--- src/rtl/pcw_pkg.sv ---
package pcw_pkg;

    localparam int PCW_ADDR_W     = 11;
    localparam int PCW_DATA_W     = 8;
    localparam int PCW_PAGE_BYTES = 32;
    localparam int PCW_TICKS      = 10000;

    typedef enum logic [1:0] {
        SEQ_IDLE = 2'd0,
        SEQ_SCAN = 2'd1,
        SEQ_HOLD = 2'd2
    } seq_state_e;

    function automatic int cnt_width(input int limit);
        return (limit < 2) ? 1 : $clog2(limit + 1);
    endfunction

endpackage

--- src/rtl/pcw_page_buf.sv ---
module pcw_page_buf #(
    parameter int DATA_W     = 8,
    parameter int PAGE_BYTES = 32,
    parameter int PAGE_W     = 6,
    localparam int OFF_W     = $clog2(PAGE_BYTES)
) (
    input  logic                  clk,
    input  logic                  rst,
    input  logic                  wr_en,
    input  logic [PAGE_W-1:0]     wr_page,
    input  logic [OFF_W-1:0]      wr_off,
    input  logic [DATA_W-1:0]     wr_data,
    input  logic                  clear,
    input  logic [OFF_W-1:0]      rd_off,
    output logic [PAGE_BYTES-1:0] slot_vld,
    output logic [DATA_W-1:0]     rd_data,
    output logic [PAGE_W-1:0]     page
);

    logic [DATA_W-1:0] slot_data [PAGE_BYTES];
    logic              any_held;

    assign any_held = |slot_vld;

    always_ff @(posedge clk) begin
        if (rst) begin
            slot_vld <= '0;
            page     <= '0;
            for (int i = 0; i < PAGE_BYTES; i++) begin
                slot_data[i] <= '0;
            end
        end else if (clear) begin
            slot_vld <= '0;
        end else if (wr_en) begin
            if (!any_held) begin
                page <= wr_page;
            end
            for (int i = 0; i < PAGE_BYTES; i++) begin
                if (wr_off == OFF_W'(i)) begin
                    slot_vld[i]  <= 1'b1;
                    slot_data[i] <= wr_data;
                end
            end
        end
    end

    assign rd_data = slot_data[rd_off];

endmodule

--- src/rtl/pcw_tick_timer.sv ---
module pcw_tick_timer #(
    parameter int CYCLE_TICKS = 10000,
    localparam int CNT_W      = pcw_pkg::cnt_width(CYCLE_TICKS)
) (
    input  logic clk,
    input  logic rst,
    input  logic run,
    input  logic tick,
    output logic done
);

    logic [CNT_W-1:0] cnt;

    always_ff @(posedge clk) begin
        if (rst || !run) begin
            cnt <= '0;
        end else if (tick && (cnt < CNT_W'(CYCLE_TICKS))) begin
            cnt <= cnt + 1'b1;
        end
    end

    assign done = (cnt >= CNT_W'(CYCLE_TICKS));

endmodule

--- src/rtl/pcw_flush_seq.sv ---
module pcw_flush_seq #(
    parameter int PAGE_BYTES = 32,
    localparam int OFF_W     = $clog2(PAGE_BYTES)
) (
    input  logic                  clk,
    input  logic                  rst,
    input  logic                  start,
    input  logic                  timer_done,
    input  logic [PAGE_BYTES-1:0] slot_vld,
    output logic [OFF_W-1:0]      idx,
    output logic                  scan_we,
    output logic                  busy,
    output logic                  finish
);
    import pcw_pkg::*;

    seq_state_e state;

    always_ff @(posedge clk) begin
        if (rst) begin
            state <= SEQ_IDLE;
            idx   <= '0;
        end else begin
            unique case (state)
                SEQ_IDLE: begin
                    idx <= '0;
                    if (start) begin
                        state <= SEQ_SCAN;
                    end
                end
                SEQ_SCAN: begin
                    if (idx == OFF_W'(PAGE_BYTES - 1)) begin
                        state <= SEQ_HOLD;
                    end else begin
                        idx <= idx + 1'b1;
                    end
                end
                SEQ_HOLD: begin
                    if (timer_done) begin
                        state <= SEQ_IDLE;
                        idx   <= '0;
                    end
                end
                default: state <= SEQ_IDLE;
            endcase
        end
    end

    assign busy    = (state != SEQ_IDLE);
    assign scan_we = (state == SEQ_SCAN) && slot_vld[idx];
    assign finish  = (state == SEQ_HOLD) && timer_done;

endmodule

--- src/rtl/pcw_page_commit.sv ---
module pcw_page_commit #(
    parameter int ADDR_W      = pcw_pkg::PCW_ADDR_W,
    parameter int DATA_W      = pcw_pkg::PCW_DATA_W,
    parameter int PAGE_BYTES  = pcw_pkg::PCW_PAGE_BYTES,
    parameter int CYCLE_TICKS = pcw_pkg::PCW_TICKS
) (
    input  logic              clk,
    input  logic              rst,
    input  logic              byte_stb,
    input  logic [ADDR_W-1:0] byte_addr,
    input  logic [DATA_W-1:0] byte_data,
    input  logic              wp,
    input  logic              commit,
    input  logic              abort,
    input  logic              tick,
    output logic              mem_we,
    output logic [ADDR_W-1:0] mem_addr,
    output logic [DATA_W-1:0] mem_wdata,
    output logic              busy
);

    localparam int OFF_W  = $clog2(PAGE_BYTES);
    localparam int PAGE_W = ADDR_W - OFF_W;

    logic [PAGE_BYTES-1:0] slot_vld;
    logic [OFF_W-1:0]      scan_idx;
    logic [PAGE_W-1:0]     cur_page;
    logic [DATA_W-1:0]     scan_data;
    logic                  accept, drop_all, start, timer_done, finish, scan_we;

    assign accept   = byte_stb && !wp && !busy;
    assign drop_all = (abort && !busy) || finish;
    assign start    = commit && !busy && (|slot_vld);

    pcw_page_buf #(
        .DATA_W     (DATA_W),
        .PAGE_BYTES (PAGE_BYTES),
        .PAGE_W     (PAGE_W)
    ) u_buf (
        .clk      (clk),
        .rst      (rst),
        .wr_en    (accept),
        .wr_page  (byte_addr[ADDR_W-1:OFF_W]),
        .wr_off   (byte_addr[OFF_W-1:0]),
        .wr_data  (byte_data),
        .clear    (drop_all),
        .rd_off   (scan_idx),
        .slot_vld (slot_vld),
        .rd_data  (scan_data),
        .page     (cur_page)
    );

    pcw_tick_timer #(
        .CYCLE_TICKS (CYCLE_TICKS)
    ) u_timer (
        .clk  (clk),
        .rst  (rst),
        .run  (busy),
        .tick (tick),
        .done (timer_done)
    );

    pcw_flush_seq #(
        .PAGE_BYTES (PAGE_BYTES)
    ) u_seq (
        .clk        (clk),
        .rst        (rst),
        .start      (start),
        .timer_done (timer_done),
        .slot_vld   (slot_vld),
        .idx        (scan_idx),
        .scan_we    (scan_we),
        .busy       (busy),
        .finish     (finish)
    );

    assign mem_we    = scan_we;
    assign mem_addr  = {cur_page, scan_idx};
    assign mem_wdata = scan_data;

endmodule

--- config.mk ---
export PLATFORM = sky130hd
export DESIGN_NAME = pcw_page_commit
export DESIGN_NICKNAME = d
export VERILOG_FILES = /design/src/rtl/pcw_pkg.sv /design/src/rtl/pcw_page_buf.sv /design/src/rtl/pcw_tick_timer.sv /design/src/rtl/pcw_flush_seq.sv /design/src/rtl/pcw_page_commit.sv
export SDC_FILE = /design/constraint.sdc
export NUM_CORES = 1
export LEC_CHECK = 0
export CORE_AREA = 5 5 180 182
export DETAILED_ROUTE_END_ITERATION = 7
export DIE_AREA = 0 0 185 187
export PLACE_DENSITY = 0.69
export SLEW_MARGIN = 5
export SYNTH_ARGS = -nofsm -noshare
export SYNTH_HDL_FRONTEND = slang
export SYNTH_SLANG_ARGS = --single-unit
export TNS_END_PERCENT = 20
--- constraint.sdc ---
create_clock -name clk -period 3.9 [get_ports clk]
set_input_delay 0.39 -clock clk [delete_from_list [all_inputs] [get_ports clk]]
set_output_delay 0.39 -clock clk [all_outputs]
set_load 0.05 [all_outputs]
==> metrics.csv <==
stage;metric;value;unit
placed_design;placer congestion estimate;0.8428;
worst_setup_path;Top delay family on crit path;buffers and inverters;
yosys;syn avg cell area;12.58;µm²
yosys;FFs w/ async S/R, synth;0;%
placed_design;DP HPWL;21870;µm
power;Peak VDD IR;336.1;µV
worst_setup_path;worst path buffer plus inverter count;2;
yosys;Post-Syn Area;0.01380;mm²
route;routed wire length;32370;µm
sta;final worst path period share;95.65;%
worst_setup_path;Reg2Reg Setup Slack;1.15;ns
final_layout;register area;0.008972;mm²
yosys;synth top area cells;edfxtp_1, mux2i_1, dfxtp_1, nor2_1, a21oi_1;
clocking;CTS Sinks;320;
power;power per cell area;472.0;mW/mm²
worst_setup_path;Largest stage delay, worst path;0.76;ns
run_status;outcome;finished, final reports clean;
run;MaxCap Viol Count;0;
yosys;ys flop type;edfxtp_1;
floorplan;Initial Util;45.35;%
min_path;Worst Hold End;u_buf.page[1];
final_layout;share of cells above drive strength 1;9.278;%
yosys;YS warnings;0;
worst_setup_path;CP Cell Sequence;buf_12, mux2i_1, a22oi_1, a31oi_1, nand3_1, clkdlybuf4s50_1;
yosys;synth cell count leaders;edfxtp_1, nor2_1, mux2i_1;
grt;first-pass GRT wire length;49540;µm
sta;Final Skew;0.01722;ns
grt;GRT overflow;0;
power;P_leak;5.410;nW
clocking;worst skew pair latency;0.51;ns
min_path;Min-Delay Path Depth;2;
floorplan;DIE AREA;0.03460;mm²
worst_setup_path;Reg2Reg Depth;5;
sta;TNS Setup;0;ns
floorplan;Chip Height;187;µm
worst_setup_path;critical path capture point type;primary output;
sta;actual slew at the worst max-slew pin;1.154;ns
sta;Fmax achieved;0.2681;GHz
clocking;CTS root buffer;clkbuf_16;
sta;RSZ-0062 raised after global routing;false;
clocking;quantity of gates resized following cts;0;
final_layout;Inserted Diodes;0;
final_layout;# fillers;2572;
grt;largest net degree at the start of global routing;65;
placed_design;Port Buffers;46;
sta;final hold vios;0;
route;Iteration-0 DRC Markers;819;
clocking;CTS tree;done;
yosys;most common cell in the netlist;edfxtp_1;
worst_setup_path;Arr. time, crit path;3.34;ns
route;Vias;8845;
yosys;synth unique cells;48;
worst_setup_path;Levels on crit path;6;
yosys;Seq/Total Area, Yosys;64.99;%
route;Via density;5.670;
worst_setup_path;Critical-path top delay cell;dfxtp_4;
sta;fin. max-slew vios;0;
yosys;synthesis-stage register bit count;320;
route;drc violations;0;
floorplan;row count;64;
floorplan;core area;0.03043;mm²
floorplan;# IOs;47;
worst_setup_path;worst endpoint required time;3.51;ns
sta;relative slew slack;22.78;%
grt;initial antenna violation count;0;
yosys;top-area cell type share of the netlist area;55.71;%
clocking;Num CTS Buffers;34;
sta;final setup margin;0.1696;ns
route;TritonRoute pass-1 iters;5;
yosys;Synth Net Count;1127;
worst_setup_path;r2r endpoint;u_buf.slot_data[0][2];
worst_setup_path;CP Max Fanout;64;
clocking;register clock-pin slew on the reported worst setup and hold paths;0.06;ns
floorplan;Die Wd;185;µm
sta;final setup violation count;0;
grt;vias in the first global route;8636;
clocking;CTS max path bufs;3;
worst_setup_path;critical path launch point type;flop;
final_layout;Synth-to-Final Area Change;14.82;%
worst_setup_path;critical path class;reg2out;
clocking;H-tree depth;2;
final_layout;area of the multi-input gates;0.004493;mm²
sta;Hold WS;0.2971;ns
placed_design;Place WS;0.7025;ns
yosys;number of flops mapped to enable cells by yosys;256;
worst_setup_path;Worst R2R Start;u_seq.state[0];
final_layout;# nets final;1170;
sta;fin crit period;3.730;ns
min_path;Worst Min Path Start;rst;
yosys;largest area contributor in the netlist;edfxtp_1;
route;antenna viol nets, final;0;
yosys;Post-Synthesis Cells;1097;
clocking;# hold bufs at CTS;0;
min_path;worst min-delay path class;in2reg;
grt;GRT Total Usage;18.30;%
clocking;# Post-CTS Setup Buffers;0;
route;DR WL/cell;20.75;µm
metrics by stage:
stage | total power [mW] | util, % | instances | instance area (µm²)
after floorplan | 4.123 | - | 1097 | 13800
after global placement | 4.270 | 48.31 | 1500 | 14700
after detailed placement | 4.278 | 48.31 | 1500 | 14700
after CTS | 7.523 | 52.07 | 1560 | 15840
after global routing | 7.708 | 52.07 | 1560 | 15840
final | 7.478 | 52.07 | 1560 | 15840
cell families after synthesis:
kind of cell             synth area share [%]
flip-flops                              64.99
AO/OA/AOI/OAI                           7.090
adder cells (fa/ha/maj)                0.3627
AND/OR/NAND/NOR                         12.65
buffers and inverters                   2.502
XOR/XNOR                               0.6347
multiplexers                            11.77
registers in the layout, summed over array words and instances, names as in the netlist, named ones only:
signal / cells
u_timer.cnt: 14
u_seq.state: 2
u_buf.slot_vld: 32
u_buf.page: 6
u_buf.slot_data: 256
u_seq.idx: 5
area by class of cell:
type / count / area share, %
Clock buffer: 44 / 5.939
Tap cell: 396 / 3.127
Sequential cell: 320 / 56.63
Timing Repair Buffer: 74 / 4.359
Inverter: 13 / 0.3080
Clock inverter: 16 / 1.279
Multi-Input combinational cell: 697 / 28.36
cell usage in the layout, fill, tap and decap left out, types with 13 or more instances in the layout:
| cell type | Yosys | routed |
|---|---|---|
| a21o_1 | 14 | 14 |
| a21oi_1 | 50 | 50 |
| a22o_1 | 16 | 16 |
| a22oi_1 | 29 | 29 |
| buf_4 | 4 | 26 |
| clkbuf_16 | 0 | 36 |
| clkdlybuf4s50_1 | 0 | 45 |
| dfxtp_1 | 64 | 63 |
| edfxtp_1 | 256 | 256 |
| inv_1 | 13 | 13 |
| mux2i_1 | 142 | 142 |
| nand2_1 | 64 | 64 |
| nand2b_1 | 33 | 33 |
| nand3_1 | 22 | 22 |
| nor2_1 | 217 | 216 |
| nor3_1 | 15 | 15 |
worst max path at each step:
| stage | to |
|---|---|
| finish | mem_wdata[5] |
| global route | mem_wdata[5] |
| CTS | mem_wdata[5] |
| detailed placement | u_buf.slot_data[17][7] |
| global placement | u_buf.slot_data[17][7] |
| floorplan | mem_we |
power by group:
group	internal, mW	total, mW	leakage, nW	switching [mW]
clock	1.98	3.27	0.562	1.29
sequential	3.81	3.85	3.16	0.0381
combinational	0.107	0.357	1.68	0.250
total	5.90	7.48	5.41	1.58
metal layers:
metal	vias up	global-route usage, %	part of all wire (%)
met5	-	0	0
met4	0	4.602	1.9
met3	45	3.423	7.2
met2	342	30.27	49
met1	4367	25.05	42
li1	4091	-	-
Note: power is estimated with default switching activity, not from simulation.
